`src/rtl/dbi_pkg.sv`:
```
package dbi_pkg;
  localparam int DBI_SEG_W  = 16;
  localparam int DBI_NSEG   = 4;
  localparam int DBI_PHASES = 8;

  // Restore a logical word from electrical lines and active-low flags.
  function automatic logic [DBI_SEG_W*DBI_NSEG-1:0] dbi_restore(
      input logic [DBI_SEG_W*DBI_NSEG-1:0] lines,
      input logic [DBI_NSEG-1:0]           inv_n);
    logic [DBI_SEG_W*DBI_NSEG-1:0] w;
    for (int s = 0; s < DBI_NSEG; s++) begin
      w[s*DBI_SEG_W +: DBI_SEG_W] = inv_n[s] ? ~lines[s*DBI_SEG_W +: DBI_SEG_W]
                                             :  lines[s*DBI_SEG_W +: DBI_SEG_W];
    end
    return w;
  endfunction
endpackage

```
`src/rtl/dbi_rst_sync.sv`:
```
module dbi_rst_sync #(
  parameter int STAGES = 2
) (
  input  logic clk,
  input  logic rst_n,
  output logic rst_sn
);
  logic [STAGES-1:0] chain_q;

  always_ff @(posedge clk or negedge rst_n) begin
    if (!rst_n) chain_q <= '0;
    else        chain_q <= {chain_q[STAGES-2:0], 1'b1};
  end

  assign rst_sn = chain_q[STAGES-1];
endmodule

```
`src/rtl/dbi_seg_enc.sv`:
```
module dbi_seg_enc #(
  parameter int W = 16
) (
  input  logic [W-1:0] logic_i,
  output logic [W-1:0] lines_o,
  output logic         inv_n_o
);
  localparam int CW   = $clog2(W + 1);
  localparam int HALF = W / 2;

  logic [CW-1:0] ones;
  logic          flip;

  // Logical ones map to electrically low lines.
  always_comb begin
    ones = '0;
    for (int i = 0; i < W; i++) begin
      ones = ones + CW'(logic_i[i]);
    end
    flip    = (ones > CW'(HALF));
    lines_o = flip ? logic_i : ~logic_i;
    inv_n_o = ~flip;
  end
endmodule

```
`src/rtl/dbi_seg_dec.sv`:
```
module dbi_seg_dec #(
  parameter int W = 16
) (
  input  logic [W-1:0] lines_i,
  input  logic         inv_n_i,
  output logic [W-1:0] logic_o
);
  always_comb begin
    logic_o = inv_n_i ? ~lines_i : lines_i;
  end
endmodule

```
`src/rtl/dbi_line_ser.sv`:
```
module dbi_line_ser #(
  parameter int WORD_W = 64,
  parameter int PHASES = 8
) (
  input  logic                       clk,
  input  logic                       rst_sn,
  input  logic                       start_i,
  input  logic [WORD_W*PHASES-1:0]   line_i,
  output logic [WORD_W-1:0]          word_o,
  output logic                       valid_o,
  output logic                       last_o
);
  localparam int LINE_W = WORD_W * PHASES;
  localparam int IW     = (PHASES > 1) ? $clog2(PHASES) : 1;
  localparam logic [IW-1:0] LAST_IDX = IW'(PHASES - 1);

  logic [LINE_W-1:0] line_q;
  logic [IW-1:0]     idx_q, idx_d;
  logic              busy_q, busy_d;
  logic              at_last, accept;

  assign at_last = busy_q && (idx_q == LAST_IDX);
  assign accept  = start_i && (!busy_q || at_last);

  always_comb begin
    busy_d = busy_q;
    idx_d  = idx_q;
    if (accept) begin
      busy_d = 1'b1;
      idx_d  = '0;
    end else if (at_last) begin
      busy_d = 1'b0;
      idx_d  = '0;
    end else if (busy_q) begin
      idx_d  = idx_q + IW'(1);
    end
  end

  always_ff @(posedge clk or negedge rst_sn) begin
    if (!rst_sn) begin
      busy_q <= 1'b0;
      idx_q  <= '0;
    end else begin
      busy_q <= busy_d;
      idx_q  <= idx_d;
    end
  end

  // Line storage: clock-enabled, no reset needed.
  always_ff @(posedge clk) begin
    if (accept) line_q <= line_i;
  end

  assign word_o  = line_q[idx_q*WORD_W +: WORD_W];
  assign valid_o = busy_q;
  assign last_o  = at_last;

  // phases advance by one each cycle while a line is in flight
  assert_phase_step_R7: assert property (@(posedge clk) disable iff (!rst_sn)
    (busy_q && !at_last) |=> (busy_q && idx_q == $past(idx_q) + IW'(1)));

  // a line in flight is not restarted before its last phase
  assert_no_midline_restart_R9: assert property (@(posedge clk) disable iff (!rst_sn)
    (busy_q && !at_last && start_i) |=> (idx_q != '0));
endmodule

```
`src/rtl/dbi_codec.sv`:
```
module dbi_codec #(
  parameter int SEG_W  = dbi_pkg::DBI_SEG_W,
  parameter int NSEG   = dbi_pkg::DBI_NSEG,
  parameter int PHASES = dbi_pkg::DBI_PHASES
) (
  input  logic                              clk,
  input  logic                              rst_n,
  input  logic                              line_start,
  input  logic [SEG_W*NSEG*PHASES-1:0]      line_data,
  output logic [SEG_W*NSEG-1:0]             bus_tx_lines,
  output logic [NSEG-1:0]                   bus_tx_inv_n,
  output logic                              bus_tx_valid,
  output logic                              line_done,
  input  logic [SEG_W*NSEG-1:0]             bus_rx_lines,
  input  logic [NSEG-1:0]                   bus_rx_inv_n,
  input  logic                              bus_rx_valid,
  output logic [SEG_W*NSEG-1:0]             rx_word,
  output logic                              rx_word_valid
);
  localparam int WORD_W = SEG_W * NSEG;
  localparam int HALF   = SEG_W / 2;

  logic rst_sn;

  dbi_rst_sync #(.STAGES(2)) u_rst (
    .clk    (clk),
    .rst_n  (rst_n),
    .rst_sn (rst_sn)
  );

  logic [WORD_W-1:0] ser_word;
  logic              ser_valid, ser_last;

  dbi_line_ser #(.WORD_W(WORD_W), .PHASES(PHASES)) u_ser (
    .clk     (clk),
    .rst_sn  (rst_sn),
    .start_i (line_start),
    .line_i  (line_data),
    .word_o  (ser_word),
    .valid_o (ser_valid),
    .last_o  (ser_last)
  );

  logic [WORD_W-1:0] enc_lines;
  logic [NSEG-1:0]   enc_inv_n;
  logic [WORD_W-1:0] dec_word;

  for (genvar s = 0; s < NSEG; s++) begin : g_seg
    dbi_seg_enc #(.W(SEG_W)) u_enc (
      .logic_i (ser_word [s*SEG_W +: SEG_W]),
      .lines_o (enc_lines[s*SEG_W +: SEG_W]),
      .inv_n_o (enc_inv_n[s])
    );
    dbi_seg_dec #(.W(SEG_W)) u_dec (
      .lines_i (bus_rx_lines[s*SEG_W +: SEG_W]),
      .inv_n_i (bus_rx_inv_n[s]),
      .logic_o (dec_word[s*SEG_W +: SEG_W])
    );
  end

  // Transmit register stage
  logic [WORD_W-1:0] tx_lines_q, tx_lines_d;
  logic [NSEG-1:0]   tx_inv_q, tx_inv_d;
  logic              tx_valid_q, tx_valid_d;
  logic              done_q, done_d;

  always_comb begin
    if (ser_valid) begin
      tx_lines_d = enc_lines;
      tx_inv_d   = enc_inv_n;
      tx_valid_d = 1'b1;
      done_d     = ser_last;
    end else begin
      tx_lines_d = '1;
      tx_inv_d   = '1;
      tx_valid_d = 1'b0;
      done_d     = 1'b0;
    end
  end

  always_ff @(posedge clk or negedge rst_sn) begin
    if (!rst_sn) begin
      tx_lines_q <= '1;
      tx_inv_q   <= '1;
      tx_valid_q <= 1'b0;
      done_q     <= 1'b0;
    end else begin
      tx_lines_q <= tx_lines_d;
      tx_inv_q   <= tx_inv_d;
      tx_valid_q <= tx_valid_d;
      done_q     <= done_d;
    end
  end

  // Receive register stage
  logic [WORD_W-1:0] rx_word_q, rx_word_d;
  logic              rx_valid_q;

  always_comb begin
    rx_word_d = bus_rx_valid ? dec_word : rx_word_q;
  end

  always_ff @(posedge clk or negedge rst_sn) begin
    if (!rst_sn) begin
      rx_word_q  <= '0;
      rx_valid_q <= 1'b0;
    end else begin
      rx_word_q  <= rx_word_d;
      rx_valid_q <= bus_rx_valid;
    end
  end

  assign bus_tx_lines  = tx_lines_q;
  assign bus_tx_inv_n  = tx_inv_q;
  assign bus_tx_valid  = tx_valid_q;
  assign line_done     = done_q;
  assign rx_word       = rx_word_q;
  assign rx_word_valid = rx_valid_q;

  // idle bus holds all lines and flags high
  assert_idle_high_R1: assert property (@(posedge clk) disable iff (!rst_sn)
    !tx_valid_q |-> (tx_lines_q == '1 && tx_inv_q == '1 && !done_q));

  // no segment on the bus exceeds half its lines low
  for (genvar s = 0; s < NSEG; s++) begin : g_chk
    assert_low_limit_R6: assert property (@(posedge clk) disable iff (!rst_sn)
      tx_valid_q |-> ($countones(~tx_lines_q[s*SEG_W +: SEG_W]) <= HALF));
  end

  // the bus phase restores to the word the serializer offered a cycle earlier
  assert_roundtrip_R11: assert property (@(posedge clk) disable iff (!rst_sn)
    tx_valid_q |-> (dbi_pkg::dbi_restore(tx_lines_q, tx_inv_q) == $past(ser_word)));

  // the done marker only accompanies a valid phase
  assert_done_with_phase_R8: assert property (@(posedge clk) disable iff (!rst_sn)
    done_q |-> tx_valid_q);

  // received word does not move without a received phase
  assert_rx_hold_R12: assert property (@(posedge clk) disable iff (!rst_sn)
    !rx_valid_q |-> $stable(rx_word_q));
endmodule

```
`config.mk`:
```
export PLATFORM = sky130hd
export DESIGN_NAME = dbi_codec
export DESIGN_NICKNAME = d
export VERILOG_FILES = /design/src/rtl/dbi_pkg.sv /design/src/rtl/dbi_rst_sync.sv /design/src/rtl/dbi_seg_enc.sv /design/src/rtl/dbi_seg_dec.sv /design/src/rtl/dbi_line_ser.sv /design/src/rtl/dbi_codec.sv
export SDC_FILE = /design/constraint.sdc
export NUM_CORES = 1
export LEC_CHECK = 0
export ABC_CLOCK_PERIOD_IN_PS = 3800
export CAP_MARGIN = 30
export CORE_MARGIN = 2
export CORE_UTILIZATION = 30
export DETAILED_ROUTE_END_ITERATION = 16
export PLACE_DENSITY_LB_ADDON = 0.05
export SYNTH_ARGS = -nofsm -noshare
export SYNTH_HDL_FRONTEND = slang
export SYNTH_SLANG_ARGS = --single-unit
```
`constraint.sdc`:
```
create_clock -name clk -period 3.8 [get_ports clk]
set_clock_uncertainty 0.05 [all_clocks]
set_input_delay 0.38 -clock clk [delete_from_list [all_inputs] [get_ports clk]]
set_output_delay 0.38 -clock clk [all_outputs]
set_load 0.03 [all_outputs]
```
# Word level (Yosys, flattened, before mapping)
# Index checks and enable logic that the tools add are counted.
# totals
reg_bits,653
input_bits,584
output_inout_bits,135
# classes
n_addsub,61
order_cmp,4
n_eq_ne,1
shifts,1
n_mux,17
n_bitwise,12
reduce_logical,6
# op_table
cell,count
$shiftx 512x10->64,1
$add 5x1->5,56
$mux 16,8
$not 16->16,8
$mux 64,1
$gt 5x4->1 const B,4
$mux 3,3
$add 1x1->2,4
$mux 1,4
$mux 4,1
$not 1->1,4
$add 3x1->3 const B,1
$eq 3x3->1 const B,1
$reduce_bool 3->1,1
$logic_and 1x1->1,2
$reduce_bool 2->1,1
$logic_not 1->1,1
$logic_or 1x1->1,1

# Depth between registers and ports, before layout
# Gate-level depths: netlist of the first run.
# depth
word_depth,19
depth_mapped,20
mapped_depth_nobuf,15

# Modules after synthesis
# Synthesis of the first run repeated with hierarchy kept, for this count alone.
# unflattened
cells_unflattened,1385
area_unflattened_um2,27837.9
# modules_own_cells
mod,n_inst,cells_each,area_each_um2
dbi_line_ser,1,756,19413.6
dbi_codec,1,282,5007.3
dbi_seg_enc,4,68,669.4
dbi_seg_dec,4,18,171.4
dbi_rst_sync,1,3,53.8

# Worst setup path after synthesis of the first run
# No wires, ideal clock.
# synth_path
kind,reg-to-reg
from,reg u_ser.idx_q[0]
to,"reg u_ser.line_q[0], enable pin"
setup_time_ps,945
arrival_ps,12390
t_required_ps,2805
slack_ps,-9585
stages_incl_launch_ff,5
path_buffers,0
synth_period_minus_slack_ps,13385
cell_sequence,dfrtp_1 -> ha_1 -> ha_1 -> nand2b_1 -> and2_1
# synth_via
elab_chain_cells,4
# synth_lines
item,line_no,text
start: declaration,dbi_line_ser.sv:18,"logic [IW-1:0] idx_q, idx_d;"
start signal: assignment,dbi_line_ser.sv:45,idx_q <= idx_d;
$eq 3x3->1,dbi_line_ser.sv:22,assign at_last = busy_q && (idx_q == LAST_IDX);
$logic_and 1x1->1,dbi_line_ser.sv:22,
$logic_or 1x1->1,dbi_line_ser.sv:23,assign accept = start_i && (!busy_q || at_last);
$logic_and 1x1->1,dbi_line_ser.sv:23,
via u_ser.accept,dbi_line_ser.sv:20,"logic at_last, accept;"
end signal: assignment,dbi_line_ser.sv:51,if (accept) line_q <= line_i;
end: declaration,dbi_line_ser.sv:17,logic [LINE_W-1:0] line_q;
# The timed path passes the listed nets, and every way through them passes these cells.
# A chain may end at the register's enable or synchronous reset.

# Worst setup path after layout of the first run
# layout_path
from,reg u_ser.idx_q[1]
to,"reg tx_lines_q[61], in the netlist bus_tx_lines[61]"
# layout_via
elab_chain_cells,19
elab_cells_between_ends,20
# layout_lines
item,line_no,text
$shiftx 512x10->64 *,dbi_line_ser.sv:54,assign word_o = line_q[idx_q*WORD_W +: WORD_W];
$add 1x1->2,dbi_seg_enc.sv:18,ones = ones + CW'(logic_i[i]);
$add 5x1->5 (14 in a row),dbi_seg_enc.sv:18,
$gt 5x4->1,dbi_seg_enc.sv:20,flip = (ones > CW'(HALF));
$mux 16 *,dbi_seg_enc.sv:21,lines_o = flip ? logic_i : ~logic_i;
$mux 64 *,dbi_codec.sv:68,if (ser_valid) begin
via tx_lines_d[61],dbi_codec.sv:62,"logic [WORD_W-1:0] tx_lines_q, tx_lines_d;"
end signal: assignment,dbi_codec.sv:88,tx_lines_q <= tx_lines_d;
end: declaration,dbi_codec.sv:62,
# The timed path passes the listed nets; every way through them passes the cells marked *.

==> summary by stage, run 1 <==
Status
The flow ran to the end, but the final reports show violations. The final reports fail on setup timing.

Route
The DRC violation count after routing is 0. The average detailed-routed wire length per instance is ~24 um. Summed over all layers, the routed wires come to 85000 um.

The average vias per placed instance is between 4 and 5. Before antenna repair, the detailed router went through 5 iterations. The count of vias placed by the detailed router is 15898. After the first detailed-routing iteration, the DRC count stood at 1008. The count of nets left with antenna violations once routing finished came out at 0.

Setup path
The setup slack of the most critical reg-to-reg path is -2.02 ns. STA puts the critical path data required time at 4.30 ns. STA classifies the critical path endpoint as a register.

The class of the most critical setup path is reg -> reg. The kind of launch point of the worst setup path is a register. Data on the critical path arrives at its endpoint at approximately 6.3 ns. The biggest fanout along the worst timing path is 19.

GRT
The initial antenna violation count was 25. The number of global-route vias before repair is around 18000. The total overflow reported by the global router is 0.

The maximum number of pins on one net before global-route repair is 115. Across every metal layer, demand over resource in global routing totals 0.183. The first global-routing pass estimated between 100000 and 150000 um of wire.

Yosys
Counting flops with a built-in enable in the synthesized netlist gives a little over 500. The number of synthesized register bits is between 600 and 700. The number of instances in the synthesized netlist is between 1000 and 1500. Of the total synthesized cell area, the portion taken by XOR and XNOR cells is 0.0363.

When the netlist entered floorplanning its net count stood at 2065. The fraction of the mapped netlist area in compound gates came to 0.0219. Counting flops with an async set or reset pin after synthesis yields a share of 0.216.

Synthesis instantiated between 40 and 50 different standard cells from the library. Summing every instance area after synthesis gives 27000 um2. Of the post-synthesis cell area, the part taken by muxes is 0.144. The post-synthesis simple-gate area fraction is 0.0321. By area the synthesized netlist is led by sky130_fd_sc_hd__edfxtp_1, sky130_fd_sc_hd__mux4_2, sky130_fd_sc_hd__dfrtp_1. The cell taking the most area after synthesis is sky130_fd_sc_hd__edfxtp_1. The share of Yosys cell area claimed by the top area cell type is 0.569. The average cell area after synthesis is around 19 um2. Of the total synthesized cell area, the portion taken by full adders, half adders and majority gates is 0.0398. In the synthesized netlist the dominant register cell turns out to be sky130_fd_sc_hd__edfxtp_1. By area, the combinational part of the netlist is dominated by multiplexers. The Yosys step of the flow raised 0 warnings. The share of the Yosys chip area taken by registers is 0.703.

Cells and area
In the layout the commonest cells are sky130_fd_sc_hd__clkdlybuf4s50_1, sky130_fd_sc_hd__edfxtp_1, sky130_fd_sc_hd__mux4_2. The share of cells above drive strength 1 is 0.252. The total number of nets in the final design is 2949.

For this run, the share of the core covered by cells in the final layout is 0.446. From synthesis to final layout, the design area changed by 48.0%. The most common library cell in the layout ignoring fill and taps is sky130_fd_sc_hd__clkdlybuf4s50_1.

Timing
Across all setup checks in the final design, the least slack found is -2.02 ns. Setup repair after global routing could not meet its margin everywhere. In this run the tightest slew margin relative to its limit is 0.392. The final hold violation count is 0.

The share of the clock period used by the worst path is 1.53. The total setup violations reported at the end of the flow is 68. The hold slack is roughly 0.23 ns. Subtracting the final worst setup slack from the clock period gives approximately 5.8 ns. The highest clock rate is between 150 and 200 MHz.

The transition time of the tightest slew-check pin is 0.910 ns. The count of final max-slew check failures was 0.

Clocking
The clock tree from TritonCTS is built. The H-tree depth is 3. The number of clock sinks is about 650. The maximum clock path buffer count is 3.

The cell sitting at the root of the clock tree is a sky130_fd_sc_hd__clkbuf_16. The later pin in the worst-skew pair is clocked with a latency of ~0.63 ns. TritonCTS created between 70 and 80 clock buffers. The clock-pin slew of the registers on the worst-case setup and hold paths is about 0.06 ns.

Placed design
During placement, the flow inserted port buffers numbering 718. The worst setup slack before clock tree synthesis is -2.31 ns. At the end of routability-driven placement, the weighted congestion stood at 0.782. Detailed placement ended at an HPWL of approximately 64000 um.

Floorplan
The height of the chip is between 300 and 400 um. Measured along the x axis, the die boundary spans ~300 um. The area inside the core boundary is approximately 90000 um2. The die footprint is around 92000 um2.

In this run the core area contains 110 standard-cell rows. In this run the count of I/O pins placed on the die edge is around 720. The starting utilization of the core area is 0.301.

Min path
The min-delay analysis places its worst path in the category in -> reg.

Job
The tool flagged a number of max-cap violations equal to 0.
critical path: stages, from the launching register on:
cell	delay, ns
sky130_fd_sc_hd__dfrtp_4	0.52
sky130_fd_sc_hd__buf_12	0.15
sky130_fd_sc_hd__buf_12	0.13
sky130_fd_sc_hd__buf_12	0.14
sky130_fd_sc_hd__buf_12	0.12
sky130_fd_sc_hd__mux4_2	0.42
sky130_fd_sc_hd__mux2_4	0.31
sky130_fd_sc_hd__fa_1	0.55
sky130_fd_sc_hd__fa_1	0.44
sky130_fd_sc_hd__fa_1	0.49
sky130_fd_sc_hd__inv_1	0.05
sky130_fd_sc_hd__fa_1	0.45
sky130_fd_sc_hd__fa_2	0.37
sky130_fd_sc_hd__fa_2	0.55
sky130_fd_sc_hd__and3b_2	0.21
sky130_fd_sc_hd__nand3b_1	0.11
sky130_fd_sc_hd__and3b_2	0.27
sky130_fd_sc_hd__buf_12	0.16
sky130_fd_sc_hd__a21o_1	0.17
sky130_fd_sc_hd__nand3_1	0.10
per-layer routing:
layer,up-vias,part of all wire,GRT usage
li1,7222,-,-
met4,22,0.024,0.0620
met3,129,0.073,0.0583
met2,551,0.51,0.316
met5,-,0.0017,0
met1,7974,0.39,0.214
final timing paths:
path,start,to,depth (start not counted)
worst max-delay path,u_ser.idx_q[1],bus_tx_lines[61],19
worst min-delay path,bus_rx_valid,rx_word[33],2
worst max register to register,u_ser.idx_q[1],bus_tx_lines[61],19
worst min register to register,u_rst.chain_q[0],u_rst.chain_q[1],0
max in group asynchronous,u_rst.chain_q[1],rx_word[46],1
min in group asynchronous,u_rst.chain_q[1],u_ser.idx_q[2],0
state kept, by name, indices dropped and copies added (netlist names):
register       count
u_ser.line_q     512
bus_tx_lines      64
rx_word           64
bus_tx_inv_n       4
u_ser.idx_q        3
u_rst.chain_q      2
bus_tx_valid       1
line_done          1
rx_word_valid      1
u_ser.valid_o      1
metrics by stage:
step | instances | instance area (um2) | setup TNS, ns
floorplan | 1419 | 27000 | -711.16
global placement | 3355 | 36400 | -140.21
detailed placement | 3358 | 36500 | -145.86
CTS | 3528 | 39500 | -134.17
global route | 3548 | 39900 | -143.12
finish | 3553 | 40000 | -130.95
logic make-up (layout without fill, tap and decap cells):
| logic type | count (synthesis) | in the layout |
|---|---|---|
| AND/OR/NAND/NOR | 187 | 187 |
| buffers and inverters | 116 | 1061 |
| AO/OA/AOI/OAI | 96 | 97 |
| adder cells (fa/ha/maj) | 62 | 62 |
| XOR/XNOR | 112 | 112 |
| other | 1 | 13 |
| multiplexers | 192 | 192 |
| flip-flops | 653 | 653 |
area by class of cell:
| class | count | area (um2) |
|---|---|---|
| clock buffers | 103 | 2130 |
| flip-flops and latches | 653 | 19000 |
| multi-input cells | 651 | 7850 |
| diodes | 12 | 30.0 |
| well taps | 1176 | 1470 |
| fillers | 7892 | 49600 |
| repair buffers | 877 | 8910 |
| clock inverters | 39 | 404 |
| inverters | 42 | 158 |
cell usage after synthesis, types with 18 or more instances:
| cell | number |
|---|---|
| sky130_fd_sc_hd__a21oi_1 | 67 |
| sky130_fd_sc_hd__clkbuf_1 | 35 |
| sky130_fd_sc_hd__dfrtp_1 | 73 |
| sky130_fd_sc_hd__dfstp_2 | 68 |
| sky130_fd_sc_hd__edfxtp_1 | 512 |
| sky130_fd_sc_hd__fa_1 | 40 |
| sky130_fd_sc_hd__ha_1 | 22 |
| sky130_fd_sc_hd__inv_1 | 42 |
| sky130_fd_sc_hd__mux2i_4 | 21 |
| sky130_fd_sc_hd__mux4_2 | 128 |
| sky130_fd_sc_hd__nand2_1 | 56 |
| sky130_fd_sc_hd__nand3_1 | 27 |
| sky130_fd_sc_hd__nor2_1 | 65 |
| sky130_fd_sc_hd__xnor2_1 | 94 |
| sky130_fd_sc_hd__xor2_1 | 18 |
repair_timing:
| action | 4_1_cts | 5_1_grt |
|---|---|---|
| cloned | 6 | 1 |
| buffers inserted | 21 | 11 |
| setup endpoints to repair | 68 | 68 |
| hold buffers | 1 | 0 |
| endpoints found under the hold margin | 2 | 0 |
| pin swaps | 14 | 10 |
| resized for setup | 52 | 37 |
Power of run 1 is not shown: default switching activity piles up to over one toggle a cycle in this logic, so the estimate is an artifact.
==> run 2: changes to the inputs <==
Settings changed: PLACE_DENSITY_LB_ADDON 0.05 to not set.
==> run 2 against run 1 <==
The flow still finishes with violations (setup timing); register-to-register slack got worse by 0.06 ns; sequential share of layout area rose by 0.38 points; via count rose by 0.77%; global-route usage fell by 0.67 points; count of clock-buffer cells in the layout rose by 2; critical path type unchanged; maximum frequency fell by 1.0%; die area did not move; critical path depth fell by 1; first-iteration DRC count fell by 4.5%; core utilization fell by 0.35 points; largest cell class unchanged.
==> summary by stage, run 2 (synthesis results as in run 1) <==
Status
The run finished, with violations left. The checks that failed: setup timing.

Timing
The time the final worst path needs with I/O delays and setup is 5.88 ns (+0.0591 ns). The final hold violation count is 0 (unchanged). The highest clock rate is 170 MHz (-1.0%). The sum of negative setup slack was -133.71 ns (-2.76 ns). The smallest setup slack after layout is -2.08 ns (-0.0591 ns).

The total setup violations reported at the end of the flow was 68 (unchanged). The count of final max-slew check failures was 0 (unchanged). The share of the clock period used by the worst path is 1.55 (+0.0156). Setup repair after global routing could not meet its margin everywhere. The worst-case headroom to the max-slew limit is 0.309 (-0.0822). The transition time of the tightest slew-check pin is 1.03 ns (+0.123 ns). The hold slack was 0.264 ns (+0.0333 ns).

Route
The DRC violation count after routing is 0 (unchanged). The final wirelength was 82300 um (-3.2%). The antenna violation net count after detailed routing is 0 (unchanged).

The average vias per placed instance is 4.50 (+0.48%). The count of vias placed by the detailed router is 16020 (+0.77%). The number of DRC markers after the initial detailed-route iteration is 963 (-4.5%). The total iterations of the first detailed-routing run came to 7 (+2). The average detailed-routed wire length per instance is 23.1 um (-3.5%).

Clocking
The clock network latency to the later pin of the worst-skew pair was 0.62 ns (about the same). The tree is rooted in a sky130_fd_sc_hd__clkbuf_16. The H-tree depth came to 3 (unchanged). The number of buffers created by CTS came to 77 (-1.3%). The maximum clock path buffer count is 3 (unchanged). The clock tree from TritonCTS is built. The clock-pin slew of the registers on the worst-case setup and hold paths is 0.06 ns (about the same). The number of clock sinks is 653 (unchanged).

GRT
The maximum number of pins on one net before global-route repair is 140 (+22%). The total overflow reported by the global router is 0 (unchanged). The number of global-route vias before repair came to 17666 (+0.78%). The first-pass GRT wire length is 117000 um (-3.4%).

The initial antenna violation count is 12 (-52%). The overall global routing resource usage was 0.176 (-0.00669).

Setup path
The signal on the critical path passes through buf_12 -> buf_4 -> mux4_2 -> mux2_4 -> ha_4 -> fa_1 -> fa_1 -> fa_1 -> inv_2 -> fa_1 -> fa_2 -> fa_2 -> and3b_2 -> nand3b_1 -> nand3b_1 -> buf_6 -> or3_4 -> nand3_2. The delay of the slowest cell on the worst path is 0.54 ns (about the same). The data arrival time of the critical path is 6.37 ns (+0.05 ns).

The worst setup path is launched from a register. The kind of end point of the critical path is a register. The class of the most critical setup path is reg -> reg. The data required time of the worst path came to 4.29 ns (about the same).

The most frequent cell on the critical path is sky130_fd_sc_hd__fa_1. The cell family contributing the most delay on the critical path is adder cells. The master of the slowest instance on the critical path is sky130_fd_sc_hd__dfrtp_4. The biggest fanout along the worst timing path was 9 (-10). The number of buffer and inverter instances along the worst setup path is 4 (-2).

Placed design
The count of buffers inserted at the top-level ports is 718 (unchanged). The standard cell area after detailed placement is 36500 um2 (+0.19%). The placer congestion estimate came to 0.845 (+8.1%). The final HPWL from detailed placement was 63000 um (-1.4%).

Floorplan
The height of the chip was 304 um (unchanged). The die footprint came to 92400 um2 (unchanged). The number of I/O pins was 719 (unchanged). The area inside the core boundary is 89600 um2 (unchanged). The standard-cell row count is 110 (unchanged). The starting utilization of the core area is 0.301 (unchanged).

The overall die width was 304 um (unchanged).

Cells and area
The register with the most flip-flops is u_ser.line_q. The total number of nets in the final design is 2962 (+0.44%). The most common library cell in the layout ignoring fill and taps is sky130_fd_sc_hd__clkdlybuf4s50_1.

Leaving out fill and tap cells, the most frequent cells in the layout are sky130_fd_sc_hd__clkdlybuf4s50_1, sky130_fd_sc_hd__edfxtp_1, sky130_fd_sc_hd__buf_4. Compared with the post-synthesis result, the final layout area differs by 46.8%. The share of cells above drive strength 1 is 0.243 (-0.00895). The final-layout fill cell count was 7727 (-2.1%). The post-route standard cell area excluding fillers is 39600 um2 (-0.78%). The number of flip-flops in the largest register was 512 (unchanged).

Min path
The type of the tightest min-delay check is in -> reg.

Job
The max-capacitance violation count is 0 (unchanged).
run 2: path summary, 6_finish.rpt:
kind | startpoint | end | slack (ns) | cells after the start
worst max-delay path | u_ser.idx_q[1] | bus_tx_lines[58] | -2.08 | 18
worst max register to register | u_ser.idx_q[1] | bus_tx_lines[58] | -2.08 | 18
worst min-delay path | line_data[318] | u_ser.line_q[318] | 0.26 | 1
max in group asynchronous | u_rst.chain_q[1] | u_ser.valid_o | 2.57 | 1
min in group asynchronous | u_rst.chain_q[1] | rx_word[45] | 0.42 | 1
worst min register to register | u_rst.chain_q[0] | u_rst.chain_q[1] | 0.30 | 0
run 2: what timing repair did:
action | 4_1_cts | 5_1_grt
hold buffers | 1 | 0
gates resized for setup | 54 | 16
endpoints found under the hold margin | 2 | 0
pin swaps | 12 | 9
setup buffers | 17 | 11
gates cloned | 5 | 2
setup endpoints to repair | 68 | 68
run 2: final cells by class:
| type | instances | area [um2] | area share |
|---|---|---|---|
| multi-input cells | 650 | 7670 | 0.194 |
| repair buffers | 892 | 8900 | 0.225 |
| clock buffers | 105 | 2110 | 0.0531 |
| clock inverters | 36 | 307 | 0.00773 |
| inverters | 42 | 158 | 0.00398 |
| flip-flops and latches | 653 | 19000 | 0.479 |
| diodes | 9 | 22.5 | 0.000568 |
| well taps | 1176 | 1470 | 0.0371 |
run 2: stage by stage:
step	utilization	setup slack, ns	std cells
3_5_place_dp	0.408	-2.40	3380
4_1_cts	0.441	-2.16	3544
6_report	0.443	-2.08	3563
2_1_floorplan	-	-2.04	1419
3_3_place_gp	0.408	-2.31	3380
5_1_grt	0.442	-2.25	3559
run 2: per-layer routing:
metal / global-route usage / share of wire
met4: 0.0644 / 0.033
met3: 0.0625 / 0.085
met2: 0.311 / 0.51
met5: 0 / 0.00047
met1: 0.194 / 0.37
Power of run 2 is left out for the same reason.
